File: src/rtl/gpio_pkg.sv
`timescale 1ns/1ps
package gpio_pkg;
  localparam int unsigned AW = 6;
  localparam int unsigned DW = 32;

  localparam logic [AW-1:0] A_OUT    = 6'd0;
  localparam logic [AW-1:0] A_OUTSET = 6'd1;
  localparam logic [AW-1:0] A_OUTCLR = 6'd2;
  localparam logic [AW-1:0] A_DIR    = 6'd3;
  localparam logic [AW-1:0] A_DIRSET = 6'd4;
  localparam logic [AW-1:0] A_DIRCLR = 6'd5;
  localparam logic [AW-1:0] A_IN     = 6'd6;
  localparam logic [AW-1:0] A_SMODE  = 6'd7;
  localparam int unsigned   A_MUX0   = 16;
  localparam int unsigned   A_CFG0   = 32;

  typedef struct packed {
    logic drv;
    logic pull;
    logic inen;
    logic route;
  } pin_cfg_t;
endpackage

File: src/rtl/gpio_regs.sv
`timescale 1ns/1ps
module gpio_regs
  import gpio_pkg::*;
#(
  parameter int unsigned NPINS = 32
) (
  input  logic                  clk_i,
  input  logic                  rst_ni,
  input  logic                  wr_i,
  input  logic [AW-1:0]         addr_i,
  input  logic [DW-1:0]         wdata_i,
  output logic [DW-1:0]         rd_data_o,
  output logic [NPINS-1:0]      out_o,
  output logic [NPINS-1:0]      dir_o,
  output logic [NPINS-1:0]      smode_o,
  output pin_cfg_t [NPINS-1:0]  cfg_o,
  output logic [4*NPINS-1:0]    sel_o
);
  localparam int unsigned NMUX = NPINS / 2;

  logic [NPINS-1:0] out_q, dir_q, smode_q;
  logic [NPINS-1:0] wd;
  pin_cfg_t         cfg_q [NPINS];
  logic [7:0]       mux_q [NMUX];

  assign wd = wdata_i[NPINS-1:0];

  always_ff @(posedge clk_i or negedge rst_ni) begin
    if (!rst_ni) begin
      out_q   <= '0;
      dir_q   <= '0;
      smode_q <= '0;
    end else if (wr_i) begin
      case (addr_i)
        A_OUT:    out_q   <= wd;
        A_OUTSET: out_q   <= out_q | wd;
        A_OUTCLR: out_q   <= out_q & ~wd;
        A_DIR:    dir_q   <= wd;
        A_DIRSET: dir_q   <= dir_q | wd;
        A_DIRCLR: dir_q   <= dir_q & ~wd;
        A_SMODE:  smode_q <= wd;
        default: ;
      endcase
    end
  end

  for (genvar p = 0; p < NPINS; p++) begin : g_cfg
    localparam logic [AW-1:0] CA = AW'(A_CFG0 + p);
    always_ff @(posedge clk_i or negedge rst_ni) begin
      if (!rst_ni)                   cfg_q[p] <= '0;
      else if (wr_i && addr_i == CA) cfg_q[p] <= wdata_i[3:0];
    end
    assign cfg_o[p] = cfg_q[p];
    assign sel_o[4*p +: 4] = mux_q[p/2][4*(p%2) +: 4];
  end

  for (genvar k = 0; k < NMUX; k++) begin : g_mux
    localparam logic [AW-1:0] MA = AW'(A_MUX0 + k);
    always_ff @(posedge clk_i or negedge rst_ni) begin
      if (!rst_ni)                   mux_q[k] <= '0;
      else if (wr_i && addr_i == MA) mux_q[k] <= wdata_i[7:0];
    end
  end

  always_comb begin
    rd_data_o = '0;
    case (addr_i)
      A_OUT, A_OUTSET, A_OUTCLR: rd_data_o[NPINS-1:0] = out_q;
      A_DIR, A_DIRSET, A_DIRCLR: rd_data_o[NPINS-1:0] = dir_q;
      A_SMODE:                   rd_data_o[NPINS-1:0] = smode_q;
      default: ;
    endcase
    for (int p = 0; p < NPINS; p++)
      if (addr_i == AW'(A_CFG0 + p)) rd_data_o[3:0] = cfg_q[p];
    for (int k = 0; k < NMUX; k++)
      if (addr_i == AW'(A_MUX0 + k)) rd_data_o[7:0] = mux_q[k];
  end

  assign out_o   = out_q;
  assign dir_o   = dir_q;
  assign smode_o = smode_q;

  a_r3_set_hits: assert property (@(posedge clk_i) disable iff (!rst_ni)
    (wr_i && addr_i == A_OUTSET) |=> ((out_q & $past(wd)) == $past(wd)))
    else $error("R3 set alias missed a bit");
  a_r3_clr_hits: assert property (@(posedge clk_i) disable iff (!rst_ni)
    (wr_i && addr_i == A_OUTCLR) |=> ((out_q & $past(wd)) == '0))
    else $error("R3 clear alias missed a bit");
  a_r4_dirset_hits: assert property (@(posedge clk_i) disable iff (!rst_ni)
    (wr_i && addr_i == A_DIRSET) |=> ((dir_q & $past(wd)) == $past(wd)))
    else $error("R4 direction set alias missed a bit");
endmodule

File: src/rtl/gpio_sampler.sv
`timescale 1ns/1ps
module gpio_sampler #(
  parameter int unsigned NPINS       = 32,
  parameter int unsigned SYNC_STAGES = 2
) (
  input  logic             clk_i,
  input  logic             rst_ni,
  input  logic [NPINS-1:0] pad_i,
  input  logic [NPINS-1:0] smode_i,
  input  logic             req_i,
  input  logic             rd_in_i,
  output logic [NPINS-1:0] in_o,
  output logic             ack_o
);
  localparam int unsigned LAT = SYNC_STAGES + 1;
  localparam int unsigned CW  = $clog2(LAT + 1);

  logic [CW-1:0]    cnt_q;
  logic             need_wait;
  logic [NPINS-1:0] en;
  logic [NPINS-1:0] sq [SYNC_STAGES];
  logic [NPINS-1:0] in_q;

  assign need_wait = ~&smode_i;
  assign en        = smode_i | {NPINS{rd_in_i}};
  assign ack_o     = req_i & (~rd_in_i | ~need_wait | (cnt_q == CW'(LAT)));

  always_ff @(posedge clk_i or negedge rst_ni) begin
    if (!rst_ni)                 cnt_q <= '0;
    else if (rd_in_i && !ack_o)  cnt_q <= cnt_q + 1'b1;
    else                         cnt_q <= '0;
  end

  for (genvar s = 0; s < SYNC_STAGES; s++) begin : g_sync
    logic [NPINS-1:0] src;
    if (s == 0) begin : g_first
      assign src = pad_i;
    end else begin : g_next
      assign src = sq[s-1];
    end
    always_ff @(posedge clk_i or negedge rst_ni) begin
      if (!rst_ni) sq[s] <= '0;
      else         sq[s] <= (sq[s] & ~en) | (src & en);
    end
  end

  always_ff @(posedge clk_i or negedge rst_ni) begin
    if (!rst_ni) in_q <= '0;
    else         in_q <= (in_q & ~en) | (sq[SYNC_STAGES-1] & en);
  end

  assign in_o = in_q;

  // on-demand read can never finish in its first cycle
  a_r11_no_first_cycle_ack: assert property (@(posedge clk_i) disable iff (!rst_ni)
    ($rose(rd_in_i) && need_wait) |-> !ack_o)
    else $error("R11 on-demand read acknowledged early");
endmodule

File: src/rtl/gpio_pad_ctl.sv
`timescale 1ns/1ps
module gpio_pad_ctl
  import gpio_pkg::*;
#(
  parameter int unsigned NPINS = 32
) (
  input  logic [NPINS-1:0]     out_i,
  input  logic [NPINS-1:0]     dir_i,
  input  pin_cfg_t [NPINS-1:0] cfg_i,
  output logic [NPINS-1:0]     oe_o,
  output logic [NPINS-1:0]     val_o,
  output logic [NPINS-1:0]     pull_en_o,
  output logic [NPINS-1:0]     pull_up_o,
  output logic [NPINS-1:0]     drive_o,
  output logic [NPINS-1:0]     ie_o,
  output logic [NPINS-1:0]     route_o
);
  for (genvar p = 0; p < NPINS; p++) begin : g_pin
    assign route_o[p]   = cfg_i[p].route;
    assign oe_o[p]      = dir_i[p] & ~cfg_i[p].route;
    assign val_o[p]     = out_i[p] & ~cfg_i[p].route;
    assign pull_en_o[p] = cfg_i[p].pull;
    assign pull_up_o[p] = cfg_i[p].pull & out_i[p];
    assign drive_o[p]   = cfg_i[p].drv;
    assign ie_o[p]      = cfg_i[p].inen;
  end
endmodule

File: src/rtl/gpio_port_mux.sv
`timescale 1ns/1ps
module gpio_port_mux
  import gpio_pkg::*;
#(
  parameter int unsigned NPINS       = 32,
  parameter int unsigned SYNC_STAGES = 2
) (
  input  logic                clk_i,
  input  logic                rst_ni,
  input  logic                req_i,
  input  logic                we_i,
  input  logic [5:0]          addr_i,
  input  logic [31:0]         wdata_i,
  output logic [31:0]         rdata_o,
  output logic                ack_o,
  input  logic [NPINS-1:0]    pad_in_i,
  output logic [NPINS-1:0]    pad_oe_o,
  output logic [NPINS-1:0]    pad_out_o,
  output logic [NPINS-1:0]    pad_pull_en_o,
  output logic [NPINS-1:0]    pad_pull_up_o,
  output logic [NPINS-1:0]    pad_drive_o,
  output logic [NPINS-1:0]    pad_ie_o,
  output logic [NPINS-1:0]    pad_mux_en_o,
  output logic [4*NPINS-1:0]  pad_mux_sel_o
);
  logic                 wr, rd_in;
  logic [DW-1:0]        reg_rd;
  logic [NPINS-1:0]     out_q, dir_q, smode_q, in_q;
  pin_cfg_t [NPINS-1:0] cfg;

  assign wr    = req_i & we_i;
  assign rd_in = req_i & ~we_i & (addr_i == A_IN);

  gpio_regs #(.NPINS(NPINS)) u_regs (
    .clk_i, .rst_ni, .wr_i(wr), .addr_i, .wdata_i, .rd_data_o(reg_rd),
    .out_o(out_q), .dir_o(dir_q), .smode_o(smode_q), .cfg_o(cfg),
    .sel_o(pad_mux_sel_o)
  );

  gpio_sampler #(.NPINS(NPINS), .SYNC_STAGES(SYNC_STAGES)) u_samp (
    .clk_i, .rst_ni, .pad_i(pad_in_i), .smode_i(smode_q), .req_i,
    .rd_in_i(rd_in), .in_o(in_q), .ack_o
  );

  gpio_pad_ctl #(.NPINS(NPINS)) u_pad (
    .out_i(out_q), .dir_i(dir_q), .cfg_i(cfg),
    .oe_o(pad_oe_o), .val_o(pad_out_o), .pull_en_o(pad_pull_en_o),
    .pull_up_o(pad_pull_up_o), .drive_o(pad_drive_o), .ie_o(pad_ie_o),
    .route_o(pad_mux_en_o)
  );

  always_comb begin
    rdata_o = reg_rd;
    if (addr_i == A_IN) begin
      rdata_o = '0;
      rdata_o[NPINS-1:0] = in_q & pad_ie_o;
    end
  end

  a_r12_write_ack: assert property (@(posedge clk_i) disable iff (!rst_ni)
    (req_i && we_i) |-> ack_o)
    else $error("R12 write not acknowledged at once");
  a_r8_routed_not_driven: assert property (@(posedge clk_i) disable iff (!rst_ni)
    (pad_oe_o & pad_mux_en_o) == '0)
    else $error("R8 routed pin still driven by port");
endmodule

File: config.mk
export PLATFORM = sky130hd
export DESIGN_NAME = gpio_port_mux
export DESIGN_NICKNAME = d
export VERILOG_FILES = /design/src/rtl/gpio_pkg.sv /design/src/rtl/gpio_regs.sv /design/src/rtl/gpio_sampler.sv /design/src/rtl/gpio_pad_ctl.sv /design/src/rtl/gpio_port_mux.sv
export SDC_FILE = /design/constraint.sdc
export NUM_CORES = 1
export LEC_CHECK = 0
export BUFFER_PORTS_ARGS = -buffer_cell sky130_fd_sc_hd__buf_2
export CAP_MARGIN = 5
export CELL_PAD_IN_SITES_DETAIL_PLACEMENT = 0
export CELL_PAD_IN_SITES_GLOBAL_PLACEMENT = 1
export CORE_MARGIN = 1.5
export CORE_UTILIZATION = 47
export DETAILED_ROUTE_END_ITERATION = 12
export HOLD_SLACK_MARGIN = 0.05
export PLACE_DENSITY_LB_ADDON = 0.25
export REMOVE_ABC_BUFFERS = 1
export SYNTH_ARGS = -nofsm -noshare
export SYNTH_HDL_FRONTEND = slang
export SYNTH_SLANG_ARGS = --single-unit
File: constraint.sdc
create_clock -name clk_i -period 3.9 [get_ports clk_i]
set_input_delay 0.585 -clock clk_i [delete_from_list [all_inputs] [get_ports clk_i]]
set_output_delay 0.585 -clock clk_i [all_outputs]
set_load 0.01 [all_outputs]
==> qor_table.md, run 1 <==
| Group | Item | This run |
|:---|:---|:---|
| clocking | Number of sinks on the clock net | 450 |
| setup path | Reg-to-Reg End | u_samp.cnt_q[1] |
| place | Cell Count Post-Placement | 2983 |
| place | DP Wirelength | 65.0 mm |
| sta | Fin Hold WS | 0.0352 ns |
| power | Combinational cell fraction of total power | 16.9% |
| sta | Max transition margin | 35.4% |
| final layout | Antenna fix cells | 0 |
| final layout | Leading cell type in the layout, fill and taps excluded | sky130_fd_sc_hd__buf_2 |
| setup path | Signal arrival time at the worst endpoint | 3.25 ns |
| power | Internal power | 9.25 mW |
| power | Switching part of the total power | 29.1% |
| power | Power density relative to cell area | 476 nW/um2 |
| final layout | Area overhead of the layout relative to synthesis | 23.2% |
| drt | TritonRoute pass-1 iters | 6 |
| synth | Sequential-to-total area share from yosys stat | 50.7% |
| power | Power consumption | 13.0 mW |
| place | Routability congestion estimate | 0.986 |
| power | Net switching power figure | 3.79 mW |
| floorplanning | Die width | 220 um |
| place | PortBufs | 458 |
| setup path | Start of the worst register-to-register path | u_regs.smode_o[2] |
| final layout | Count of nets after finishing | 2501 |
| clocking | TritonCTS Buffers | 48 |
| clocking | Number of levels the H-tree was split into | 2 |
| sta | Final worst path period need | 3.83 ns |
| outcome | Outcome | finished clean |
| sta | Worst-Margin Slew | 0.969 ns |
| final layout | Non-filler instance count after layout | 3066 |
| final layout | Register Area | 11300 um2 |
| sta | Total of endpoints with negative setup slack in the final report | 0 |
| final layout | Top library cells by usage in the layout, fill and taps aside | sky130_fd_sc_hd__buf_2 (454), sky130_fd_sc_hd__dfrtp_1 (450), sky130_fd_sc_hd__mux2_2 (304) |
| setup path | Crit path kind | primary input to output port |
| power | Maximum VDD drop | 384 uV |
| drt | Via total after detailed routing | 19300 |
| drt | Antenna viol nets, final | 0 |
| drt | Detailed Route WL | 88.8 mm |
| sta | Final count of pins violating max slew | 0 |
| floorplanning | Die outline height | 220 um |
| clocking | Clock Tree Buf Depth | 3 |
| synth | Proportion of synthesized flip-flops having asynchronous set or reset | 100% |
| sta | Peak clock frequency supported by timing | 261 MHz |
| sta | Fin. Hold Viols | 0 |
| global route | Via count of the first global-routing pass | 19200 |
| final layout | Area used by multi-input combinational logic | 10300 um2 |
| floorplanning | Row count | 79 |
| global route | Largest net degree at the start of global routing | 107 |
| drt | DRC | 0 |
| power | Share of power burned in the clock network | 35.4% |
| synth | Post-synth top flop | sky130_fd_sc_hd__dfrtp_1 |
| synth | Cell Area, Synth | 22200 um2 |
| floorplanning | Initial Utilization | 47.7% |
| synth | Number of distinct library cell variants in the gate-level netlist after synthesis | 77 |
| global route | Global-route wire length before repair | 129 mm |
| clocking | Register clock-pin slew on the reported worst setup and hold paths | 0.06 ns |
| min path | Worst hold path type | primary input to asynchronous set/reset pin |
| drt | Number of DRC markers in iteration 0 | 1947 |
| global route | Antenna violations before repair | 3 |
| clocking | Number of setup buffers added after CTS | 0 |
| flow run | Max-Cap Viols | 0 |
| final layout | Fillers | 4009 |
| sta | Period utilization | 98.3% |
| sta | Clock Skew | 0.0206 ns |
| setup path | Sort of element at the end of the critical path | output port |
| synth | Number of enable-type register cells in the synthesized netlist | 0 |
| setup path | CP max FO | 22 |
| synth | Number of storage elements in the synthesis netlist | 450 |
| synth | Number of cells produced by synthesis | 1938 |
| floorplanning | Total core area | 46600 um2 |
| floorplanning | Die area | 48600 um2 |
| floorplanning | Total I/O pin count | 459 |
| power | Part of the total power dissipated in sequential elements | 47.7% |
| sta | Setup TNS | 0 ns |
| synth | YS warnings | 0 |
| synth | Average cell area after synthesis | 11.5 um2 |
| setup path | Slack of the worst reg-to-reg path | 2.01 ns |
| clocking | TritonCTS clock tree | built |
| drt | Per-cell routed wire length | 29.0 um |
| sta | RSZ-0062 raised after global routing | false |
| final layout | Fraction of layout cells with a size suffix above 1 | 40.2% |
| clocking | Insertion delay to the later sink of the worst-skew pair | 0.59 ns |
| drt | Vias per inst | 6.29 |
| final layout | Share of the core filled with cells | 58.8% |
| setup path | Required time reported for the critical path endpoint | 3.31 ns |
| clocking | Root Buffer Master | sky130_fd_sc_hd__clkbuf_16 |
| power | Leakage dissipation | 13.7 nW |
| global route | Total global routing overflow | 0 |
| setup path | Path depth of the worst reg2reg path | 4 |
| setup path | Startpoint type of the worst setup path | primary input |
| global route | Overall routing resource usage | 36.2% |
## cell type report
type	instances	area share, %
multi-input combinational	1336	37.8
tap	607	2.77
sequential	450	41.1
clock inverter	16	0.590
clock buffer	67	5.16
timing repair buffer	581	12.4
inverter	9	0.123
## critical path, stage by stage
cell and delay (ns):
sky130_fd_sc_hd__buf_4 0.22, sky130_fd_sc_hd__buf_12 0.21, sky130_fd_sc_hd__nor2_1 0.70, sky130_fd_sc_hd__a22oi_1 0.14
sky130_fd_sc_hd__nor2_1 0.17, sky130_fd_sc_hd__a31oi_1 0.05, sky130_fd_sc_hd__a211oi_1 0.46, sky130_fd_sc_hd__nor4_2 0.12
sky130_fd_sc_hd__o22ai_1 0.27, sky130_fd_sc_hd__buf_4 0.16, sky130_fd_sc_hd__buf_2 0.11
## what timing repair did
| item | in CTS | in global routing |
|---|---|---|
| resized for setup | 1 | 3 |
| setup endpoints to repair | 1 | 2 |
| gates cloned | 0 | 0 |
| hold buffers | 0 | 0 |
## per-layer routing
layer | share of wire [%] | GRT usage (%) | wire [um] | vias to the layer above
li1 | - | - | - | 8124
met1 | 41 | 48.1 | 36200 | 9923
met2 | 47 | 58.7 | 42000 | 1008
met3 | 7.5 | 5.98 | 6660 | 221
met4 | 4.4 | 15.7 | 3870 | 6
met5 | 0.047 | 0 | 42 | -
## synth_stat cells (5+ instances only)
cell type,instances,area [um2]
sky130_fd_sc_hd__a211oi_1,15,113
sky130_fd_sc_hd__a21oi_1,118,591
sky130_fd_sc_hd__a221oi_1,9,78.8
sky130_fd_sc_hd__a222oi_1,29,290
sky130_fd_sc_hd__a22o_1,34,298
sky130_fd_sc_hd__a22oi_1,15,113
sky130_fd_sc_hd__a2bb2oi_1,6,52.6
sky130_fd_sc_hd__a31oi_1,9,56.3
sky130_fd_sc_hd__a32oi_1,5,43.8
sky130_fd_sc_hd__and2_1,41,257
sky130_fd_sc_hd__buf_1,8,30.0
sky130_fd_sc_hd__buf_2,48,240
sky130_fd_sc_hd__buf_4,6,45.0
sky130_fd_sc_hd__clkbuf_1,80,300
sky130_fd_sc_hd__dfrtp_1,450,11300
sky130_fd_sc_hd__inv_1,8,30.0
sky130_fd_sc_hd__mux2_1,90,1010
sky130_fd_sc_hd__mux2_2,304,3420
sky130_fd_sc_hd__mux2i_1,26,260
sky130_fd_sc_hd__mux4_2,5,113
sky130_fd_sc_hd__nand2_1,90,338
sky130_fd_sc_hd__nand2b_1,6,37.5
sky130_fd_sc_hd__nand3_1,45,225
sky130_fd_sc_hd__nand4_1,14,87.6
sky130_fd_sc_hd__nor2_1,118,443
sky130_fd_sc_hd__nor2b_1,77,482
sky130_fd_sc_hd__nor3_1,17,85.1
sky130_fd_sc_hd__nor4_1,6,37.5
sky130_fd_sc_hd__o211ai_1,17,128
sky130_fd_sc_hd__o21ai_0,90,450
sky130_fd_sc_hd__o221ai_1,10,87.6
sky130_fd_sc_hd__o22ai_1,21,131
sky130_fd_sc_hd__o32ai_1,7,61.3
sky130_fd_sc_hd__xnor2_1,32,280
## worst max-delay path by stage
stage | from | endpoint | slack [ns] | cells after the start
after floorplan | addr_i[3] | u_regs.smode_o[0] | -0.07 | 3
after global placement | addr_i[1] | rdata_o[0] | 0.0005 | 12
after detailed placement | addr_i[5] | rdata_o[2] | 0.004 | 11
after CTS | addr_i[3] | rdata_o[0] | 0.03 | 12
after global routing | addr_i[3] | rdata_o[7] | 0.02 | 10
final | addr_i[0] | rdata_o[2] | 0.07 | 11
## cell families (layout without fill, tap and decap cells)
kind of cell / after synthesis / in the layout / share of synthesized area, %
mux: 425 / 425 / 21.6
compound gates: 425 / 425 / 12.7
flops: 450 / 450 / 50.7
xor+xnor: 32 / 32 / 1.26
simple gates: 453 / 453 / 10.7
fa+ha+maj: 1 / 1 / 0.0563
buf+inv: 152 / 673 / 2.95
## power by group through the flow
stage	registers (mW)	clock network [mW]	logic, mW
after floorplan	6.06	0	1.10
after global placement	6.24	0	2.14
after detailed placement	6.28	0	2.20
after CTS	6.20	4.66	2.21
after global routing	6.30	4.84	2.39
final	6.22	4.62	2.21
## metrics by stage
| step | worst slack, ns | area (um2) |
|---|---|---|
| after CTS | 0.0301 | 27400 |
| after detailed placement | 0.00431 | 25800 |
| after global routing | 0.0196 | 27400 |
| after floorplan | -0.0699 | 21600 |
| after global placement | 0.000476 | 25800 |
| final | 0.0669 | 27400 |
No activity file was read; power rests on OpenSTA's default activity.
==> run 2, diff against run 1 <==
- BUFFER_PORTS_ARGS: -buffer_cell sky130_fd_sc_hd__buf_2 -> not set
- CORE_UTILIZATION: 47 -> 54
- DONT_BUFFER_PORTS: not set -> 1
==> run 2 against run 1 <==
  * The run now ends with hold timing left
  * Total power is 6.0% lower
  * Hold slack worse by 0.33 ns
  * Flip-flop and latch count stayed put
  * Clock power is 2% lower
  * Critical path type is now flop to output port
  * Largest power group unchanged
==> qor_table.md, run 2 (synthesized netlist as in run 1, its figures left out) <==
| Group | Item | This run | vs previous |
|:---|:---|:---|:---|
| setup path | Ordered list of cells on the worst path | a211o_1, o221ai_1, o2111a_1, o21ai_0, nor4_1, o22ai_1, buf_4 | was buf_4, buf_12, nor2_1, a22oi_1, nor2_1, a31oi_1, a211oi_1, nor4_2, o22ai_1, buf_4, buf_2 |
| sta | RSZ-0062 raised after global routing | false | unchanged |
| global route | Overall routing resource usage | 38.3% | was 36.2% |
| setup path | Required time reported for the critical path endpoint | 3.31 ns | about the same |
| clocking | TritonCTS Buffers | 48 | unchanged |
| sta | Max transition margin | 35.8% | was 35.4% |
| global route | Largest net degree at the start of global routing | 451 | was 107 |
| final layout | Non-filler instance count after layout | 2470 | was 3066 |
| power | Maximum VDD drop | 411 uV | was 384 uV |
| power | Power density relative to cell area | 505 nW/um2 | was 476 nW/um2 |
| final layout | Count of nets after finishing | 1977 | was 2501 |
| drt | Antenna viol nets, final | 0 | unchanged |
| drt | TritonRoute pass-1 iters | 9 | was 6 |
| floorplanning | Die width | 206 um | was 220 um |
| sta | Final count of pins violating max slew | 0 | unchanged |
| drt | Via total after detailed routing | 17200 | was 19300 |
| outcome | Violated checks | hold timing |  |
| flow run | Max-Cap Viols | 0 | unchanged |
| sta | Worst path setup slack after routing | 0.0785 ns | was 0.0669 ns |
| sta | Total of endpoints with negative setup slack in the final report | 0 | unchanged |
| sta | Final worst path period need | 3.82 ns | was 3.83 ns |
| setup path | CP max FO | 4 | was 22 |
| drt | DRC | 0 | unchanged |
| sta | Clock Skew | 0.0176 ns | was 0.0206 ns |
| setup path | Startpoint type of the worst setup path | flop | was primary input |
| setup path | Total buffers and inverters traversed by the critical path | 1 | was 4 |
| setup path | Slowest cell delay on critical path | 0.66 ns | was 0.70 ns |
| clocking | Number of sinks on the clock net | 450 | unchanged |
| floorplanning | Initial Utilization | 54.5% | was 47.7% |
| floorplanning | Die area | 42400 um2 | was 48600 um2 |
| floorplanning | Total I/O pin count | 459 | unchanged |
| final layout | Leading cell type in the layout, fill and taps excluded | sky130_fd_sc_hd__dfrtp_1 | was sky130_fd_sc_hd__buf_2 |
| final layout | Fillers | 3374 | was 4009 |
| clocking | Insertion delay to the later sink of the worst-skew pair | 0.59 ns | about the same |
| outcome | Outcome | complete, but fails checks | was finished clean |
| place | DP Wirelength | 56.8 mm | was 65.0 mm |
| clocking | Cells resized by post-CTS repair | 0 | was 1 |
| clocking | Root Buffer Master | sky130_fd_sc_hd__clkbuf_16 | unchanged |
| final layout | Register Area | 11300 um2 | unchanged |
| setup path | Crit path max-delay cell type | sky130_fd_sc_hd__nor4_1 | was sky130_fd_sc_hd__nor2_1 |
| place | Worst-case setup slack after placement | 0.341 ns | was 0.00431 ns |
| final layout | Area overhead of the layout relative to synthesis | 9.38% | was 23.2% |
| clocking | Number of setup buffers added after CTS | 0 | unchanged |
| place | Cell Count Post-Placement | 2384 | was 2983 |
| sta | Period utilization | 98.0% | was 98.3% |
| clocking | Clock Tree Buf Depth | 3 | unchanged |
| global route | Total global routing overflow | 0 | unchanged |
| drt | Vias per inst | 6.96 | was 6.29 |
| drt | Detailed Route WL | 82.3 mm | was 88.8 mm |
| sta | Peak clock frequency supported by timing | 262 MHz | was 261 MHz |
| floorplanning | Die outline height | 206 um | was 220 um |
| place | Routability congestion estimate | 0.991 | was 0.986 |
| global route | Antenna violations before repair | 3 | unchanged |
| drt | Number of DRC markers in iteration 0 | 1726 | was 1947 |
| setup path | Crit path kind | flop to output port | was primary input to output port |
| setup path | Signal arrival time at the worst endpoint | 3.24 ns | was 3.25 ns |
| clocking | Register clock-pin slew on the reported worst setup and hold paths | 0.06 ns | about the same |
| min path | Worst hold path type | primary input to asynchronous set/reset pin | unchanged |
| sta | Worst-Margin Slew | 0.961 ns | was 0.969 ns |
| final layout | Top library cells by usage in the layout, fill and taps aside | sky130_fd_sc_hd__dfrtp_1 (450), sky130_fd_sc_hd__mux2_2 (304), sky130_fd_sc_hd__a21oi_1 (118) | was sky130_fd_sc_hd__buf_2 (454), sky130_fd_sc_hd__dfrtp_1 (450), sky130_fd_sc_hd__mux2_2 (304) |
| global route | Via count of the first global-routing pass | 17200 | was 19200 |
| place | PortBufs | 0 | was 458 |
| setup path | Sort of element at the end of the critical path | output port | unchanged |
| final layout | Fraction of layout cells with a size suffix above 1 | 24.0% | was 40.2% |
| clocking | Number of levels the H-tree was split into | 2 | unchanged |
| final layout | Share of the core filled with cells | 59.7% | was 58.8% |
| floorplanning | Row count | 74 | was 79 |
| global route | Global-route wire length before repair | 118 mm | was 129 mm |
| drt | Per-cell routed wire length | 33.3 um | was 29.0 um |
| sta | Fin. Hold Viols | 450 | was 0 |
| sta | Fin Hold WS | -0.293 ns | was 0.0352 ns |
| power | Leakage dissipation | 11.0 nW | was 13.7 nW |
| clocking | TritonCTS clock tree | built | unchanged |
| floorplanning | Total core area | 40700 um2 | was 46600 um2 |
| setup path | Cell family with most CP delay | compound AO/OA/AOI/OAI gates | was simple AND/OR/NAND/NOR gates |
| final layout | Area used by multi-input combinational logic | 10400 um2 | was 10300 um2 |
-- run 2: area by class of cell --
cell class / instances / area share, %
clock inverter: 18 / 0.664
antenna: 2 / 0.0206
clock buffer: 66 / 5.64
timing repair buffer: 57 / 1.86
multi-input combinational: 1336 / 42.6
tap: 532 / 2.74
sequential: 450 / 46.3
inverter: 9 / 0.139
-- run 2: routing by layer --
metal | track usage (%) | wire length, um | up-vias
met5 | 0 | 13 | -
met4 | 19.1 | 4160 | 2
met3 | 9.65 | 7810 | 197
met2 | 61.6 | 39000 | 954
met1 | 47.9 | 31300 | 8953
li1 | - | - | 7086
-- run 2: final timing paths --
check	startpoint	end	slack, ns	depth (start not counted)
max in group asynchronous	rst_ni	u_regs.dir_o[12]	3.45	0
min in group clk_i	pad_in_i[5]	flop	0.12	1
hold / removal	rst_ni	u_regs.sel_o[119]	-0.29	0
setup / recovery	u_regs.cfg_o[110]	rdata_o[2]	0.08	7
setup reg to reg	u_regs.smode_o[7]	u_samp.cnt_q[1]	1.56	4
hold reg to reg	u_samp.cnt_q[0]	u_samp.cnt_q[0]	0.44	1
-- run 2: per-stage QoR --
| stage | total power [mW] | setup TNS, ns | instance area [um2] |
|---|---|---|---|
| 2_1_floorplan | 7.16 | -2.24 | 21600 |
| 3_3_place_gp | 7.71 | 0 | 22800 |
| 3_5_place_dp | 7.82 | 0 | 22800 |
| 4_1_cts | 12.3 | 0 | 24300 |
| 5_1_grt | 12.7 | 0 | 24300 |
| 6_report | 12.3 | 0 | 24300 |
-- run 2: where the power goes --
| group | switching, mW | internal (mW) | total (mW) |
|---|---|---|---|
| sequential | 0.899 | 5.48 | 6.38 |
| combinational | 0.627 | 0.750 | 1.38 |
| clock | 1.92 | 2.59 | 4.51 |
